--- src/rtl/nic_host_pkg.sv ---
package nic_host_pkg;

  typedef enum logic [1:0] {
    RGN_NONE = 2'd0,
    RGN_RAM  = 2'd1,
    RGN_REG  = 2'd2,
    RGN_ROM  = 2'd3
  } region_e;

  localparam int CMD_STP = 0;
  localparam int CMD_STA = 1;
  localparam int CMD_TXP = 2;

  localparam int IS_PRX = 0;
  localparam int IS_PTX = 1;
  localparam int IS_RST = 7;

  localparam logic [3:0] IDX_CMD    = 4'd0;
  localparam logic [3:0] IDX_PSTART = 4'd1;
  localparam logic [3:0] IDX_PSTOP  = 4'd2;
  localparam logic [3:0] IDX_BOUND  = 4'd3;
  localparam logic [3:0] IDX_TCLO   = 4'd5;
  localparam logic [3:0] IDX_TCHI   = 4'd6;
  localparam logic [3:0] IDX_STATUS = 4'd7;
  localparam logic [3:0] IDX_MASK   = 4'd15;
  localparam logic [3:0] IDX_CURR   = 4'd7;

  function automatic logic [3:0] reg_index(input logic [3:0] abits);
    return 4'hF ^ abits;
  endfunction

  function automatic logic [7:0] ring_next(input logic [7:0] bnd,
                                           input logic [7:0] first,
                                           input logic [7:0] last);
    logic [7:0] n;
    n = bnd + 8'd1;
    return (n >= last) ? first : n;
  endfunction

endpackage

--- src/rtl/nic_bus_decode.sv ---
module nic_bus_decode
  import nic_host_pkg::*;
#(
  parameter int ADDR_W = 20,
  parameter int RAM_AW = 14,
  parameter int ROM_AW = 12,
  parameter logic [3:0] RAM_CODE = 4'hD,
  parameter logic [3:0] REG_CODE = 4'hE,
  parameter logic [3:0] ROM_CODE = 4'hF
) (
  input  logic              bus_req,
  input  logic              bus_we,
  input  logic [ADDR_W-1:0] bus_addr,
  output region_e           region,
  output logic [3:0]        reg_idx,
  output logic              ram_req,
  output logic              ram_we,
  output logic [RAM_AW-1:0] ram_addr,
  output logic [ROM_AW-1:0] rom_addr,
  output logic              rom_odd
);
  localparam int CODE_LSB = ADDR_W - 4;

  logic [3:0] code;
  assign code = bus_addr[ADDR_W-1:CODE_LSB];

  always_comb begin
    if (!bus_req)              region = RGN_NONE;
    else if (code == RAM_CODE) region = RGN_RAM;
    else if (code == REG_CODE) region = RGN_REG;
    else if (code == ROM_CODE) region = RGN_ROM;
    else                       region = RGN_NONE;
  end

  assign reg_idx  = reg_index(bus_addr[5:2]);
  assign ram_req  = (region == RGN_RAM);
  assign ram_we   = ram_req && bus_we;
  assign ram_addr = bus_addr[RAM_AW-1:0];
  assign rom_addr = bus_addr[ROM_AW:1];
  assign rom_odd  = bus_addr[0];

endmodule

--- src/rtl/nic_page_regs.sv ---
module nic_page_regs
  import nic_host_pkg::*;
#(
  parameter int NREG = 16
) (
  input  logic       clk,
  input  logic       rst_n,
  input  logic       reg_wr,
  input  logic [3:0] idx,
  input  logic [7:0] wdata,
  input  logic       tx_done,
  output logic [7:0] cmd_q,
  output logic [7:0] pstart_q,
  output logic [7:0] pstop_q,
  output logic [7:0] bound_q,
  output logic [7:0] curr_q,
  output logic [15:0] tcount_q,
  output logic [7:0] p1_rdata,
  output logic       tx_start,
  output logic       status_wr,
  output logic       mask_wr,
  output logic       sta_wr
);
  logic [1:0] page;
  logic       cmd_wr, p0_wr, p1_wr, txp_rise;
  logic [7:0] cmd_nxt;
  logic [7:0] p1_q [NREG];

  assign page     = cmd_q[7:6];
  assign cmd_wr   = reg_wr && (idx == IDX_CMD);
  assign p0_wr    = reg_wr && (idx != IDX_CMD) && (page == 2'd0);
  assign p1_wr    = reg_wr && (idx != IDX_CMD) && (page == 2'd1);
  assign txp_rise = cmd_wr && wdata[CMD_TXP] && !cmd_q[CMD_TXP];
  assign status_wr = p0_wr && (idx == IDX_STATUS);
  assign mask_wr   = p0_wr && (idx == IDX_MASK);
  assign sta_wr    = cmd_wr && wdata[CMD_STA];

  always_comb begin
    cmd_nxt = cmd_q;
    if (cmd_wr) cmd_nxt = wdata;
    if (tx_done) cmd_nxt[CMD_TXP] = 1'b0;
  end

  always_ff @(posedge clk) begin
    if (!rst_n) begin
      cmd_q    <= 8'h01;
      tx_start <= 1'b0;
      pstart_q <= '0;
      pstop_q  <= '0;
      bound_q  <= '0;
      tcount_q <= '0;
    end else begin
      cmd_q    <= cmd_nxt;
      tx_start <= txp_rise;
      if (p0_wr && idx == IDX_PSTART) pstart_q <= wdata;
      if (p0_wr && idx == IDX_PSTOP)  pstop_q  <= wdata;
      if (p0_wr && idx == IDX_BOUND)  bound_q  <= wdata;
      if (p0_wr && idx == IDX_TCLO)   tcount_q[7:0]  <= wdata;
      if (p0_wr && idx == IDX_TCHI)   tcount_q[15:8] <= wdata;
    end
  end

  // Page-1 bytes: station address, current page, multicast filter.
  assign p1_q[0] = 8'h00;
  for (genvar i = 1; i < NREG; i++) begin : g_p1
    always_ff @(posedge clk) begin
      if (!rst_n)                      p1_q[i] <= '0;
      else if (p1_wr && idx == 4'(i))  p1_q[i] <= wdata;
    end
  end

  assign curr_q   = p1_q[IDX_CURR];
  assign p1_rdata = p1_q[idx];

  AST_TX_ONE_CYCLE: assert property (@(posedge clk) disable iff (!rst_n)
    tx_start |=> !tx_start);
  AST_TXDONE_CLEARS_TXP: assert property (@(posedge clk) disable iff (!rst_n)
    tx_done |=> !cmd_q[CMD_TXP]);
  AST_HI_PAGE_HOLDS: assert property (@(posedge clk) disable iff (!rst_n)
    (reg_wr && page[1] && idx != IDX_CMD) |=>
      ($stable(bound_q) && $stable(pstart_q) && $stable(curr_q)));

endmodule

--- src/rtl/nic_int_ctl.sv ---
module nic_int_ctl
  import nic_host_pkg::*;
(
  input  logic       clk,
  input  logic       rst_n,
  input  logic       status_wr,
  input  logic       mask_wr,
  input  logic       sta_wr,
  input  logic [7:0] wdata,
  input  logic       tx_done,
  input  logic       stopped,
  input  logic [7:0] curr,
  input  logic [7:0] bound,
  input  logic [7:0] pstart,
  input  logic [7:0] pstop,
  output logic [7:0] status_q,
  output logic       irq_n
);
  logic [6:0] mask_q;
  logic [7:0] status_nxt;
  logic       irq_n_nxt;
  logic       rx_pending;

  assign rx_pending = (curr != ring_next(bound, pstart, pstop));

  always_comb begin
    status_nxt = status_q;
    if (sta_wr) status_nxt[IS_RST] = 1'b0;
    if (status_wr) begin
      status_nxt = status_nxt & ~{1'b0, wdata[6:0]};
      if (rx_pending) status_nxt[IS_PRX] = 1'b1;
    end
    if (tx_done) status_nxt[IS_PTX] = 1'b1;
  end

  always_comb begin
    irq_n_nxt = irq_n;
    if (status_wr && status_nxt[IS_PTX:IS_PRX] == 2'b00 && !stopped)
      irq_n_nxt = 1'b1;
    if (tx_done && mask_q[IS_PTX]) irq_n_nxt = 1'b0;
  end

  always_ff @(posedge clk) begin
    if (!rst_n) begin
      status_q <= 8'h80;
      mask_q   <= '0;
      irq_n    <= 1'b1;
    end else begin
      status_q <= status_nxt;
      irq_n    <= irq_n_nxt;
      if (mask_wr) mask_q <= wdata[6:0];
    end
  end

  AST_RST_BIT_STICKY: assert property (@(posedge clk) disable iff (!rst_n)
    status_wr |=> status_q[IS_RST] == $past(status_q[IS_RST]));
  AST_PRX_REARM: assert property (@(posedge clk) disable iff (!rst_n)
    (status_wr && rx_pending) |=> status_q[IS_PRX]);
  AST_IRQ_HELD_LOW: assert property (@(posedge clk) disable iff (!rst_n)
    (!irq_n && !status_wr) |=> !irq_n);
  AST_PTX_ON_DONE: assert property (@(posedge clk) disable iff (!rst_n)
    tx_done |=> status_q[IS_PTX]);

endmodule

--- src/rtl/nic_host_regs.sv ---
module nic_host_regs
  import nic_host_pkg::*;
#(
  parameter int ADDR_W = 20,
  parameter int RAM_AW = 14,
  parameter int ROM_AW = 12,
  parameter int DATA_W = 8
) (
  input  logic              clk,
  input  logic              rst_n,
  input  logic              bus_req,
  input  logic              bus_we,
  input  logic [ADDR_W-1:0] bus_addr,
  input  logic [DATA_W-1:0] bus_wdata,
  output logic [DATA_W-1:0] bus_rdata,
  output logic              ram_req,
  output logic              ram_we,
  output logic [RAM_AW-1:0] ram_addr,
  output logic [DATA_W-1:0] ram_wdata,
  input  logic [DATA_W-1:0] ram_rdata,
  output logic [ROM_AW-1:0] rom_addr,
  input  logic [DATA_W-1:0] rom_rdata,
  output logic              tx_start,
  input  logic              tx_done,
  output logic [7:0]        ring_start,
  output logic [7:0]        ring_stop,
  output logic [7:0]        ring_bound,
  output logic [7:0]        ring_curr,
  output logic [15:0]       tx_count,
  output logic              irq_n
);
  localparam int NREG = 16;

  region_e    region;
  logic [3:0] reg_idx;
  logic       rom_odd, reg_wr;
  logic [7:0] cmd_q, status_q, p1_rdata, reg_rdata;
  logic       status_wr, mask_wr, sta_wr;
  logic [1:0] page;

  nic_bus_decode #(
    .ADDR_W(ADDR_W), .RAM_AW(RAM_AW), .ROM_AW(ROM_AW)
  ) u_dec (
    .bus_req(bus_req), .bus_we(bus_we), .bus_addr(bus_addr),
    .region(region), .reg_idx(reg_idx), .ram_req(ram_req), .ram_we(ram_we),
    .ram_addr(ram_addr), .rom_addr(rom_addr), .rom_odd(rom_odd)
  );

  assign reg_wr    = (region == RGN_REG) && bus_we;
  assign ram_wdata = bus_wdata;
  assign page      = cmd_q[7:6];

  nic_page_regs #(.NREG(NREG)) u_pages (
    .clk(clk), .rst_n(rst_n), .reg_wr(reg_wr), .idx(reg_idx),
    .wdata(bus_wdata), .tx_done(tx_done), .cmd_q(cmd_q),
    .pstart_q(ring_start), .pstop_q(ring_stop), .bound_q(ring_bound),
    .curr_q(ring_curr), .tcount_q(tx_count), .p1_rdata(p1_rdata),
    .tx_start(tx_start), .status_wr(status_wr), .mask_wr(mask_wr),
    .sta_wr(sta_wr)
  );

  nic_int_ctl u_irq (
    .clk(clk), .rst_n(rst_n), .status_wr(status_wr), .mask_wr(mask_wr),
    .sta_wr(sta_wr), .wdata(bus_wdata), .tx_done(tx_done),
    .stopped(cmd_q[CMD_STP]), .curr(ring_curr), .bound(ring_bound),
    .pstart(ring_start), .pstop(ring_stop), .status_q(status_q),
    .irq_n(irq_n)
  );

  always_comb begin
    reg_rdata = '0;
    if (reg_idx == IDX_CMD) reg_rdata = cmd_q;
    else if (page == 2'd0) begin
      if (reg_idx == IDX_BOUND)       reg_rdata = ring_bound;
      else if (reg_idx == IDX_STATUS) reg_rdata = status_q;
    end else if (page == 2'd1) reg_rdata = p1_rdata;
  end

  always_comb begin
    case (region)
      RGN_RAM: bus_rdata = ram_rdata;
      RGN_REG: bus_rdata = reg_rdata;
      RGN_ROM: bus_rdata = rom_odd ? '0 : rom_rdata;
      default: bus_rdata = '0;
    endcase
  end

  AST_HI_PAGE_READS_ZERO: assert property (@(posedge clk) disable iff (!rst_n)
    (region == RGN_REG && !bus_we && page[1] && reg_idx != IDX_CMD)
      |-> bus_rdata == '0);
  AST_ROM_ODD_ZERO: assert property (@(posedge clk) disable iff (!rst_n)
    (region == RGN_ROM && bus_addr[0]) |-> bus_rdata == '0);
  AST_STRAY_REGION_QUIET: assert property (@(posedge clk) disable iff (!rst_n)
    (region == RGN_NONE) |-> (!ram_req && bus_rdata == '0));

endmodule

--- config.mk ---
export PLATFORM = sky130hd
export DESIGN_NAME = nic_host_regs
export DESIGN_NICKNAME = d
export VERILOG_FILES = /design/src/rtl/nic_host_pkg.sv /design/src/rtl/nic_bus_decode.sv /design/src/rtl/nic_page_regs.sv /design/src/rtl/nic_int_ctl.sv /design/src/rtl/nic_host_regs.sv
export SDC_FILE = /design/constraint.sdc
export NUM_CORES = 1
export LEC_CHECK = 0
export BUFFER_PORTS_ARGS = -buffer_cell sky130_fd_sc_hd__buf_4
export CORE_UTILIZATION = 50
export CTS_CLUSTER_SIZE = 16
export DETAILED_ROUTE_END_ITERATION = 10
export GPL_TIMING_DRIVEN = 0
export PLACE_DENSITY = 0.68
export SKIP_CTS_REPAIR_TIMING = 1
export SYNTH_ARGS = -nofsm -noshare
export SYNTH_HDL_FRONTEND = slang
export SYNTH_SLANG_ARGS = --single-unit
--- constraint.sdc ---
create_clock -name clk -period 6.1 [get_ports clk]
set_input_delay 1.22 -clock clk [delete_from_list [all_inputs] [get_ports clk]]
set_output_delay 1.22 -clock clk [all_outputs]
set_load 0.02 [all_outputs]
After elaboration in Yosys (flattened, before gate mapping)
Index checks and enable logic that the tools add are counted.
{"block": "op_classes", "addsub": 1, "n_bitwise": 5, "magnitude_cmp": 2, "muxes": 21, "eq_ne": 23, "n_reduce_logical": 42}
{"op": "2-to-1 mux 8 bit", "count": 10}
{"op": "== test 4 bit, second input constant", "count": 11}
{"op": "logical AND 1 bit", "count": 34}
{"op": "binary-select mux 8 bit (select 4 bit)", "count": 1}
{"op": "one-hot mux 8 bit (3 select lines)", "count": 1}
{"op": "== test 4 x 3 -> 1 bit, second input constant", "count": 4}
{"op": "adder 8 x 1 -> 8 bit, second input constant", "count": 1}
{"op": "bitwise AND 8 bit", "count": 1}
{"op": "== test 4 x 2 -> 1 bit, second input constant", "count": 2}
{"op": "greater-or-equal comparator 8 bit", "count": 1}
{"op": "2-to-1 mux 2 bit", "count": 4}
{"op": "inequality test 8 bit", "count": 1}
{"op": "inverter 7 -> 8 bit", "count": 1}
{"op": "greater-or-equal comparator 5 bit, second input constant", "count": 1}
{"op": "2-to-1 mux 1 bit", "count": 5}
{"op": "inverter 4 -> 5 bit", "count": 1}
{"op": "== test 2 x 1 -> 1 bit, second input constant", "count": 2}
{"op": "== test 2 bit, second input constant", "count": 2}
{"op": "== test 4 x 1 -> 1 bit, second input constant", "count": 1}
{"op": "logical NOT 2 bit", "count": 2}
{"op": "logical NOT 4 bit", "count": 1}
{"op": "inverter 4 bit", "count": 1}
{"op": "nonzero test 4 bit", "count": 1}
{"op": "logical NOT 1 bit", "count": 2}
{"op": "other kinds (3)", "count": 3}
{"block": "word_totals", "register_bits": 180, "elab_cells": 121, "out_inout_bits": 94, "input_bits": 49}

Longest topological paths before layout
Gate-level depths: netlist of run 1.
{"block": "depth", "ltp_word": 19, "mapped_depth": 13, "mapped_depth_nobuf": 12}

By module
From an unflattened synthesis of run 1, not the netlist that was laid out.
{"block": "hier_totals", "cells_unflattened": 986, "hier_area_um2": 9412.8}
{"mod": "nic_page_regs", "area_per_inst_um2": 7608.5, "n_inst": 1, "seq_area_each_um2": 3383.2, "cells_per_inst": 747}
{"mod": "nic_int_ctl", "area_per_inst_um2": 991.0, "n_inst": 1, "seq_area_each_um2": 200.2, "cells_per_inst": 123}
{"mod": "nic_host_regs", "area_per_inst_um2": 553.0, "n_inst": 1, "seq_area_each_um2": 0.0, "cells_per_inst": 80}
{"mod": "nic_bus_decode", "area_per_inst_um2": 260.2, "n_inst": 1, "seq_area_each_um2": 0.0, "cells_per_inst": 36}

Least setup slack after synthesis of run 1
OpenSTA, ideal clock, no wires.
{"block": "synth_path", "kind": "input to output", "start": "input port bus_addr[3]", "end": "output port bus_rdata[0]", "cell_stages": 6, "t_required_ns": 4.880, "n_path_buf": 2, "path_slack_ns": 1.872, "t_arrival_ns": 3.008, "path_cell_list": "buf_1 > clkbuf_1 > mux4_2 > mux4_2 > a21oi_1 > o21ai_0"}
{"block": "synth_via", "elab_chain_len": 9, "word_cells_on_any_way": 14, "classes_between": "eq/ne: 2; mux: 9; bitwise: 2; reduce/logical: 1"}
{"element": "start, declared", "line_no": "nic_host_regs.sv:13", "source": "input logic [ADDR_W-1:0] bus_addr,"}
{"element": "inverter 4 bit (no source line) *"}
{"element": "inverter 4 -> 5 bit (implied by the code)", "line_no": "nic_page_regs.sv:73", "source": "assign p1_rdata = p1_q[idx];"}
{"element": "binary-select mux 8 bit (select 4 bit)", "line_no": "nic_page_regs.sv:73"}
{"element": "2-to-1 mux 8 bit (implied by the code) (2 in a row)", "line_no": "nic_page_regs.sv:73"}
{"element": "2-to-1 mux 8 bit", "line_no": "nic_host_regs.sv:76", "source": "end else if (page == 2'd1) reg_rdata = p1_rdata;"}
{"element": "2-to-1 mux 8 bit", "line_no": "nic_host_regs.sv:73", "source": "else if (page == 2'd0) begin"}
{"element": "2-to-1 mux 8 bit *", "line_no": "nic_host_regs.sv:72", "source": "if (reg_idx == IDX_CMD) reg_rdata = cmd_q;"}
{"element": "one-hot mux 8 bit (3 select lines) *", "line_no": "nic_host_regs.sv:80", "source": "case (region)"}
{"element": "end, declared", "line_no": "nic_host_regs.sv:15", "source": "output logic [DATA_W-1:0] bus_rdata,"}
Mark *: on every way between the ends. The rest lies on a longest branch, timed or not. The select of a mux whose other input is x is not followed.

Worst setup path after layout of run 1
Same ends and word-level chain as after synthesis.

==> reports/qor.yml, run 1 <==
run_status:
  status: "finished clean"
logic_synthesis:
  synth-async-reset-ratio_pct: 0
  synth_edf_count: 0
  ys_ff_latch: 179
  synth_flop_cell: "dfxtp_1"
  syn-num-nets: 1128
  seq_area_frac_synth_pct: 40.09
  syn_area_um2: 8939
  syn_area_per_cell_um2: 8.354
  syn_inst: 1070
  ys_warn_count: 0
  synth.distinct_cells: 45
detailed_routing:
  first_pass_iters: 5
  viasPerCell: 5.671
  met2WireLength_um: 12950
  routed.top_layer: "met4"
  wl_per_cell_um: 19.22
  dr_wl_met3_um: 2500
  drc: 0
  vias: 8257
  drtAntennaViolNets: 0
  totalWireLength_um: 27990
  first_iter_violations: 737
  wl_met1_um: 11540
worst_hold_path:
  holdCritPathClass: "reg2reg"
  hold_end: "u_irq.status_q[2]"
  hold_depth: 2
  holdCritStartpoint: "u_irq.status_q[2]"
clock_network:
  path_clk_slew_ns: 0.07
  clkSinkCount: 179
  cts_root_buffer: "clkbuf_16"
  clock_latency_ns: 0.44
  cts_buffers: 17
  ctsLongestPathBuffers: 2
  cts_tree: "yes"
  htree_levels: 4
setup_path:
  start_kind: "input pin"
  timing.rr.start: "u_pages.bound_q[0]"
  worst_r2r_path_depth: 12
  rrSetupSlack_ns: 2.65
  worstReg2RegEnd: "u_irq.status_q[0]"
  crit_arrival_ns: 4.03
  path_class: "in2out"
  crit_required_ns: 4.88
  crit_fanout: 10
  cp-end-kind: "output port"
sta:
  fin_worst_skew_ns: 0.01041
  clock.fmax_ghz: 0.1904
  max-slew-margin-rel_pct: 34.98
  finalHoldViolCount: 0
  tns_ns: 0
  setup_viol: 0
  period_share_pct: 86.10
  worst_slew_pin_slew_ns: 0.9678
  period_minus_slack_ns: 5.252
  slew_viol_final: 0
  grt_setup_unrepaired: "no"
pwr:
  p_switching_mw: 0.6195
  combPwrFrac_pct: 8.0
  seqPwrFrac_pct: 47.5
  power_leakage_nw: 3.824
  p_clk_share_pct: 44.5
  power.density_nw_per_um2: 228.4
  ir_drop_uv: 216.1
  p_sw_share_pct: 25.20
  internal_power_mw: 1.839
cells_and_area:
  instances_no_fill: 1456
  multi_input_area_um2: 4684
  diodes: 0
  nFillCells: 1539
  drive_gt1_share_pct: 20.71
  area_delta_synth_final_pct: 20.45
  nets: 1276
  seq_area_um2: 3583
floorplanning:
  core_region_area_um2: 17360
  initial_core_util_pct: 51.50
  fp.dieW_um: 135.7
  row_count: 48
  dieArea_um2: 18420
  io_pins: 143
  die_h_um: 135.7
global_route:
  grt_max_degree: 17
  grt_pass1_wl_um: 42170
  antenna_found_initial: 0
  grt_pass1_vias: 7387
  track_usage_pct: 30.88
  grt.overflow.total: 0
flow_run:
  cap_violations: 0
placement:
  place_hpwl_um: 20150
  dp.cells: 1424
  numPortBuffers: 129
  place_congestion: 0.9495
-- sequential cells by signal, indices dropped and copies added (netlist names) --
| signal | cells |
|---|---|
| u_pages.curr_q | 8 |
| u_irq.irq_n | 1 |
| u_pages.cmd_q | 8 |
| u_pages.pstop_q | 8 |
| u_pages.bound_q | 8 |
| u_irq.status_q | 8 |
| u_pages.pstart_q | 8 |
| u_irq.mask_q | 1 |
| u_pages.tcount_q | 16 |
| u_pages.p1_q | 112 |
| u_pages.tx_start | 1 |
-- routing by layer --
metal / global-route usage (%) / vias up
li1: - / 3891
met5: 0 / -
met4: 13.42 / 0
met1: 40.44 / 3897
met3: 6.397 / 61
met2: 49.06 / 408
-- synthesized netlist by cell type, types with 3 or more instances --
library cell	instances	area share, %
xnor2_1	3	0.29
dfxtp_1	179	40
o22ai_1	3	0.21
a21boi_0	165	14
mux4_2	32	8.1
buf_1	3	0.13
mux2i_1	25	2.8
ha_1	9	1.3
nor2_1	26	1.1
buf_4	44	3.7
nand3_1	16	0.90
or3_1	4	0.28
o21ai_0	18	1.0
a222oi_1	7	0.78
nand4_1	9	0.63
buf_2	5	0.28
xor2_1	4	0.39
nand2b_1	5	0.35
a21oi_1	17	0.95
nor3_1	16	0.90
or2_2	10	0.70
nand2_1	360	15
a221oi_1	3	0.29
nor2b_1	7	0.49
inv_1	19	0.80
clkbuf_1	59	2.5
-- per-stage QoR --
| stage | utilization [%] | instance area (um^2) | hold slack [ns] | power (mW) | setup slack, ns |
|---|---|---|---|---|---|
| after global routing | 62.03 | 10770 | 0.4550 | 2.518 | 0.7924 |
| after floorplan | - | 8939 | 0.4113 | 1.306 | 1.872 |
| final | 62.03 | 10770 | 0.4324 | 2.459 | 0.8477 |
| after detailed placement | 58.70 | 10190 | 0.4213 | 1.391 | 0.9007 |
| after CTS | 62.03 | 10770 | 0.4329 | 2.462 | 0.8965 |
| after global placement | 58.70 | 10190 | 0.4177 | 1.391 | 0.8503 |
-- worst max-delay path, cell delays in order --
cell and delay (ns):
buf_4 0.11, buf_1 0.51, clkbuf_1 0.60, mux4_2 0.44, mux4_2 0.53, a21oi_1 0.23
o21ai_0 0.18, buf_4 0.20
-- cells by family (layout without fill, tap and decap cells) --
kind of cell,after synthesis,count (layout),synth area share [%]
compound gates,227,227,18.37
fa+ha+maj,9,9,1.260
mux,58,58,10.99
flops,179,179,40.09
simple gates,459,459,21.11
buf+inv,131,292,7.503
xor+xnor,7,7,0.6859
-- cells in the final DEF, fill, tap and decap left out, types with 4 or more instances in the layout --
master     instances
a21boi_0         165
a21oi_1           17
a222oi_1           7
buf_2              5
buf_4            173
clkbuf_1          59
clkbuf_16         17
clkinv_4           4
dfxtp_1          179
ha_1               9
inv_1             19
inv_6              4
mux2i_1           25
mux4_2            32
nand2_1          360
nand2b_1           5
nand3_1           16
nand4_1            9
nor2_1            26
nor2b_1            7
nor3_1            16
o21ai_0           18
or2_2             10
or3_1              4
xor2_1             4
-- area by class of cell --
type,count,area share (%)
multi-input cells,760,43.51
repair buffers,129,8.995
well taps,225,2.615
flip-flops and latches,179,33.28
plain buffers,112,5.567
clock buffers,19,4.207
clock inverters,13,1.162
inverters,19,0.6624
-- power groups by stage --
stage	combinational, mW	clock, mW	sequential, mW
after global routing	0.207	1.14	1.17
after global placement	0.195	0	1.20
after floorplan	0.109	0	1.20
after CTS	0.196	1.10	1.17
final	0.197	1.09	1.17
after detailed placement	0.195	0	1.20
-- how the worst max path moves through the flow --
stage,start,end,slack [ns],depth (start not counted)
after CTS,bus_addr[3],bus_rdata[0],0.90,8
after global routing,bus_addr[3],bus_rdata[0],0.79,8
after detailed placement,bus_addr[3],bus_rdata[0],0.90,8
after floorplan,bus_addr[3],bus_rdata[0],1.87,6
final,bus_addr[3],bus_rdata[0],0.85,8
after global placement,bus_addr[3],bus_rdata[0],0.85,8
No activity file was read; power rests on OpenSTA's default activity.
==> run 2, diff against run 1 <==
SYNTH_HIERARCHICAL = 1   (was not set)
==> run 2 against run 1 <==
The flow now finishes with violations (DRC). First-iteration DRC count up 7.1%. Utilization down 0.099 points. Sequential share of layout area down 1.5 points. Total power up 1.6%. Synthesized area up 5.3%. Clock power about the same. Sequential power about the same. Maximum frequency up 0.64%. Register-to-register slack better by 0.19 ns. Critical path type unchanged. Largest cell class unchanged.
==> reports/qor.yml, run 2 <==
placement:
  place_hpwl_um: 20090  # was 20150 um
  numPortBuffers: 129  # unchanged
  place_congestion: 0.9174  # was 0.9495
  dp.cells: 1344  # was 1424
detailed_routing:
  drtAntennaViolNets: 0  # unchanged
  vias: 7850  # was 8257
  viasPerCell: 5.705  # was 5.671
  wl_per_cell_um: 20.24  # was 19.22 um
  first_pass_iters: 9  # was 5
  first_iter_violations: 789  # was 737
  totalWireLength_um: 27850  # was 27990 um
  drc: 23  # was 0
floorplanning:
  fp.dieW_um: 139.2  # was 135.7 um
  core_region_area_um2: 18210  # was 17360 um^2
  row_count: 49  # was 48
  die_h_um: 139.2  # was 135.7 um
  initial_core_util_pct: 51.69  # was 51.50%
  dieArea_um2: 19380  # was 18420 um^2
  io_pins: 143  # unchanged
setup_path:
  crit_arrival_ns: 4.00  # was 4.03 ns
  worstReg2RegEnd: "u_irq/status_q[0]"  # was u_irq.status_q[0]
  crit_top_cell: "buf_2"
  crit_required_ns: 4.88  # about the same
  start_kind: "input pin"  # unchanged
  crit_fanout: 10  # unchanged
  worst_r2r_path_depth: 11  # was 12
  slowest_delay_ns: 0.40  # was 0.60 ns
  path_class: "in2out"  # unchanged
  timing.rr.start: "u_pages/bound_q[0]"  # was u_pages.bound_q[0]
  cp-end-kind: "output port"  # unchanged
  rrSetupSlack_ns: 2.84  # was 2.65 ns
  cp_slowest_cell: "buf_2"  # was clkbuf_1
  crit_chain: "buf_4, inv_1, buf_2, buf_2, buf_2, mux4_2, o221a_2, a221o_1, a21o_1, buf_4"  # was buf_4, buf_1, clkbuf_1, mux4_2, mux4_2, a21oi_1, o21ai_0, buf_4
cells_and_area:
  final_common_cell: "dfxtp_1"  # was nand2_1
  area_delta_synth_final_pct: 19.81  # was 20.45%
  largest_reg_flops: 112  # unchanged
  drive_gt1_share_pct: 24.50  # was 20.71%
  fin_util_pct: 61.93  # was 62.03%
  diodes: 0  # unchanged
  nets: 1192  # was 1276
  instances_no_fill: 1376  # was 1456
  final_cell_mix: "dfxtp_1 (179), buf_4 (173), mux2i_1 (138), nor2b_1 (126), nand2_1 (72)"  # was nand2_1 (360), dfxtp_1 (179), buf_4 (173), a21boi_0 (165), clkbuf_1 (59)
  reg.largest.list: "u_pages/p1_q: 112 flops, u_pages/tcount_q: 16 flops"  # was u_pages.p1_q: 112 flops, u_pages.tcount_q: 16 flops
  regMostFlops: "u_pages/p1_q"  # was u_pages.p1_q
sta:
  period_minus_slack_ns: 5.219  # was 5.252 ns
  clock.fmax_ghz: 0.1916  # was 0.1904 GHz
  tns_ns: 0  # unchanged
  finalHoldViolCount: 0  # unchanged
  grt_setup_unrepaired: "no"  # unchanged
  slew_viol_final: 0  # unchanged
  fin_worst_skew_ns: 0.01099  # was 0.01041 ns
  setup_viol: 0  # unchanged
  worst_slew_pin_slew_ns: 0.9735  # was 0.9678 ns
  period_share_pct: 85.56  # was 86.10%
  max-slew-margin-rel_pct: 35.10  # was 34.98%
logic_synthesis:
  seq_area_frac_synth_pct: 38.07  # was 40.09%
  synth_edf_count: 0  # unchanged
  ys_warn_count: 6  # was 0
  post-synth-top-area-cell: "dfxtp_1"  # unchanged
  syn_area_um2: 9413  # was 8939 um^2
  synth_flop_cell: "dfxtp_1"  # unchanged
  syn_inst: 986  # was 1070
  syn-num-nets: 1044  # was 1128
  syn_area_per_cell_um2: 9.546  # was 8.354 um^2
  synth_top_area_share_pct: 38.07  # was 40.09%
  yosysMostFrequentCell: "dfxtp_1"  # was nand2_1
  ys_top_cells_by_count: "dfxtp_1 (179), mux2i_1 (138), nor2b_1 (126)"  # was nand2_1 (360), dfxtp_1 (179), a21boi_0 (165)
  synth-async-reset-ratio_pct: 0  # unchanged
  synth.area.top_cells: "dfxtp_1 (38%), mux2i_1 (15%), nor2b_1 (8.4%)"  # was dfxtp_1 (40%), nand2_1 (15%), a21boi_0 (14%)
  ys_ff_latch: 179  # unchanged
  synth.distinct_cells: 73  # was 45
clock_network:
  cts_tree: "yes"  # unchanged
  clock_latency_ns: 0.43  # was 0.44 ns
  path_clk_slew_ns: 0.08  # was 0.07 ns
  cts_buffers: 17  # unchanged
  clkSinkCount: 179  # unchanged
  cts_root_buffer: "clkbuf_16"  # unchanged
  htree_levels: 4  # unchanged
  ctsLongestPathBuffers: 2  # unchanged
run_status:
  status: "complete, but fails checks"  # was finished clean
  violations: "DRC"
global_route:
  grt_max_degree: 21  # was 17
  grt.overflow.total: 0  # unchanged
  grt_pass1_wl_um: 42450  # was 42170 um
  grt_pass1_vias: 7352  # was 7387
  antenna_found_initial: 0  # unchanged
  track_usage_pct: 29.00  # was 30.88%
pwr:
  power.density_nw_per_um2: 221.5  # was 228.4 nW/um^2
  power_leakage_nw: 4.801  # was 3.824 nW
  ir_drop_uv: 232.7  # was 216.1 uV
worst_hold_path:
  holdCritStartpoint: "u_irq/status_q[6]"  # was u_irq.status_q[2]
  hold_end: "u_irq/status_q[6]"  # was u_irq.status_q[2]
  holdCritPathClass: "reg2reg"  # unchanged
  hold_depth: 2  # unchanged
flow_run:
  cap_violations: 0  # unchanged
==> run 2: through the flow <==
stage                     hold WS (ns)  setup slack (ns)  total power [mW]  instance area, um^2
after floorplan                 0.4116             1.688             1.325                 9413
after global placement          0.4174            0.8855             1.418                10670
after detailed placement        0.4256            0.9088             1.419                10670
after CTS                       0.4369            0.8966             2.515                11280
after global routing            0.4585            0.7870             2.575                11280
final                           0.4374            0.8809             2.498                11280
==> run 2: critical path, delay by kind of cell <==
| family | cells | cell delay [ns] |
|---|---|---|
| AOI/OAI and AO/OA | 3 | 0.83 |
| buffers and inverters | 6 | 1.55 |
| muxes | 1 | 0.39 |
==> run 2: routing by layer <==
| layer | track usage (%) | wire [um] | vias up |
|---|---|---|---|
| met5 | 0 | 0 | - |
| met4 | 9.240 | 612 | 0 |
| met3 | 5.007 | 1788 | 40 |
| met2 | 45.30 | 12610 | 325 |
| met1 | 40.64 | 12830 | 3737 |
| li1 | - | - | 3748 |
==> run 2: cell type report <==
cell class | count | area [um^2]
Clock inverter | 15 | 183.9
Fill cell | 1614 | 6932
Sequential cell | 179 | 3583
Clock buffer | 17 | 425.4
Multi-Input combinational cell | 659 | 5071
Tap cell | 229 | 286.5
Buffer | 118 | 645.6
Inverter | 30 | 112.6
Timing Repair Buffer | 129 | 968.4
==> run 2: how the worst max path moves through the flow <==
stage	start	end	slack [ns]	cells after the start
after CTS	bus_addr[3]	bus_rdata[6]	0.90	10
after global routing	bus_addr[3]	bus_rdata[1]	0.79	10
after floorplan	bus_addr[3]	bus_rdata[6]	1.69	8
after global placement	bus_addr[3]	bus_rdata[1]	0.89	11
final	bus_addr[3]	bus_rdata[6]	0.88	10
after detailed placement	bus_addr[3]	bus_rdata[6]	0.91	10
==> run 2: report_power, final <==
part	leakage, nW	total [mW]	switching [mW]	internal (mW)
sequential	1.44	1.17	0.000770	1.17
combinational	3.06	0.225	0.132	0.0939
clock	0.295	1.10	0.547	0.557
total	4.80	2.50	0.679	1.82
==> run 2: cells by family (layout without fill, tap and decap cells) <==
kind of cell	count (synthesis)	after routing	synth area share, %
flip-flops	179	179	38.07
buffers and inverters	148	309	8.055
AO/OA/AOI/OAI	199	199	14.94
multiplexers	163	163	19.94
AND/OR/NAND/NOR	282	282	17.24
adder cells (fa/ha/maj)	9	9	1.196
XOR/XNOR	6	6	0.5583
==> run 3, diff against run 2 <==
MAX_ROUTING_LAYER = met4   (was not set)
==> run 3 against run 2 <==
The run still ends with DRC left. Via count fell by 0.22%. Sequential power barely moved. Total power barely moved. Setup slack got worse by 0.0081 ns. Register-to-register slack barely moved. Count of clock-buffer cells in the layout did not move. Cell count did not move. Critical path depth rose by 1. Maximum frequency fell by 0.15%. Utilization did not move. Non-clock buffer count did not move. Largest cell class unchanged.
==> reports/qor.yml, run 3 (synthesis gave the netlist of run 2 again) <==
setup_path:
  path_class: "in2out"  # unchanged
  crit_arrival_ns: 4.01  # was 4.00 ns
  crit_family: "buffers and inverters"  # unchanged
  crit_required_ns: 4.88  # about the same
  crit_top_cell: "buf_2"  # unchanged
  crit_chain: "buf_4, inv_1, buf_2, buf_2, buf_2, mux2i_1, a221oi_1, o221a_2, a21oi_1, o221ai_1, buf_4"  # was buf_4, inv_1, buf_2, buf_2, buf_2, mux4_2, o221a_2, a221o_1, a21o_1, buf_4
  slowest_delay_ns: 0.43  # was 0.40 ns
  start_kind: "input pin"  # unchanged
  crit_buf_inv: 6  # unchanged
  cp-end-kind: "output port"  # unchanged
  crit_fanout: 10  # unchanged
  cp_slowest_cell: "a221oi_1"  # was buf_2
global_route:
  track_usage_pct: 29.90  # was 29.00%
  antenna_found_initial: 0  # unchanged
  grt_pass1_vias: 7333  # was 7352
  grt_pass1_wl_um: 42460  # was 42450 um
  grt_max_degree: 21  # unchanged
  grt.overflow.total: 0  # unchanged
sta:
  period_minus_slack_ns: 5.227  # was 5.219 ns
  slew_viol_final: 0  # unchanged
  max-slew-margin-rel_pct: 36.14  # was 35.10%
  worst_slew_pin_slew_ns: 0.9579  # was 0.9735 ns
  fin_worst_skew_ns: 0.01180  # was 0.01099 ns
  setup_viol: 0  # unchanged
  finalHoldViolCount: 0  # unchanged
  tns_ns: 0  # unchanged
  clock.fmax_ghz: 0.1913  # was 0.1916 GHz
  grt_setup_unrepaired: "no"  # unchanged
  period_share_pct: 85.69  # was 85.56%
placement:
  numPortBuffers: 129  # unchanged
  place_congestion: 0.9335  # was 0.9174
  place_hpwl_um: 20090  # unchanged
  dpl-instance-area_um2: 10670  # unchanged
detailed_routing:
  wl_per_cell_um: 20.21  # was 20.24 um
  vias: 7833  # was 7850
  first_pass_iters: 11  # was 9
  first_iter_violations: 727  # was 789
  totalWireLength_um: 27810  # was 27850 um
  viasPerCell: 5.693  # was 5.705
  drc: 23  # unchanged
  drtAntennaViolNets: 0  # unchanged
floorplanning:
  fp.dieW_um: 139.2  # unchanged
  dieArea_um2: 19380  # unchanged
  io_pins: 143  # unchanged
  die_h_um: 139.2  # unchanged
  core_region_area_um2: 18210  # unchanged
  row_count: 49  # unchanged
  initial_core_util_pct: 51.69  # unchanged
cells_and_area:
  final_cell_mix: "dfxtp_1 (179), buf_4 (173), mux2i_1 (138), nor2b_1 (126), nand2_1 (72)"  # unchanged
  final_common_cell: "dfxtp_1"  # unchanged
  final_area_um2: 11280  # unchanged
  diodes: 0  # unchanged
  reg.largest.list: "u_pages/p1_q: 112 flops, u_pages/tcount_q: 16 flops"  # unchanged
  largest_reg_flops: 112  # unchanged
  drive_gt1_share_pct: 24.50  # unchanged
  area_delta_synth_final_pct: 19.81  # unchanged
  nets: 1192  # unchanged
  regMostFlops: "u_pages/p1_q"  # unchanged
pwr:
  ir_drop_uv: 232.9  # was 232.7 uV
  power_leakage_nw: 4.801  # unchanged
  power.density_nw_per_um2: 221.4  # was 221.5 nW/um^2
clock_network:
  path_clk_slew_ns: 0.08  # about the same
  htree_levels: 4  # unchanged
  cts_buffers: 17  # unchanged
  cts_root_buffer: "clkbuf_16"  # unchanged
  ctsLongestPathBuffers: 2  # unchanged
  clock_latency_ns: 0.43  # about the same
  cts_tree: "yes"  # unchanged
  clkSinkCount: 179  # unchanged
run_status:
  violations: "DRC"  # unchanged
  status: "complete, but fails checks"  # unchanged
worst_hold_path:
  holdCritPathClass: "reg2reg"  # unchanged
flow_run:
  cap_violations: 0  # unchanged
run 3: cell counts in the layout (fill, tap and decap cells not counted):
No cell type changed its count.
run 3: worst paths after layout:
path                                    startpoint           endpoint  slack (ns)  cells past startpoint
worst max-delay path                   bus_addr[3]       bus_rdata[0]        0.87                     11
worst min-delay path             u_irq/status_q[6]  u_irq/status_q[6]        0.44                      2
worst max register to register  u_pages/bound_q[0]  u_irq/status_q[0]        2.85                     11
worst min register to register   u_irq/status_q[6]  u_irq/status_q[6]        0.44                      2
run 3: power by group:
| group | switching [mW] | internal [mW] | leakage (nW) |
|---|---|---|---|
| logic | 0.131 | 0.0939 | 3.06 |
| registers | 0.000758 | 1.17 | 1.44 |
| clock network | 0.546 | 0.557 | 0.295 |
| total | 0.678 | 1.82 | 4.80 |
run 3: tightest hold or removal path: stages, from the launching register on:
cell,delay [ns]
dfxtp_1,0.31
nand2_1,0.05
a21oi_1,0.03
run 3: layout make-up:
| cell class | count | area (um^2) |
|---|---|---|
| multi-input combinational | 659 | 5071 |
| fill | 1614 | 6932 |
| sequential | 179 | 3583 |
| clock inverter | 15 | 183.9 |
| buffer | 118 | 645.6 |
| inverter | 30 | 112.6 |
| tap | 229 | 286.5 |
| clock buffer | 17 | 425.4 |
| timing repair buffer | 129 | 968.4 |
run 3: through the flow:
step                      util (%)  instances  power (mW)  setup slack, ns  hold slack [ns]
after global placement       58.59       1344       1.418           0.8855           0.4174
final                        61.93       1376       2.497           0.8729           0.4398
after global routing         61.93       1376       2.576           0.7870           0.4585
after CTS                    61.93       1376       2.515           0.8966           0.4369
after detailed placement     58.59       1344       1.419           0.9088           0.4256
after floorplan                  -        986       1.325            1.688           0.4116
run 3: layer usage:
metal	GRT usage [%]	vias up	routed length, um
met5	-	-	0
met4	8.889	0	605
met3	5.214	42	1845
met2	45.48	309	12530
met1	40.53	3737	12830
li1	-	3745	-
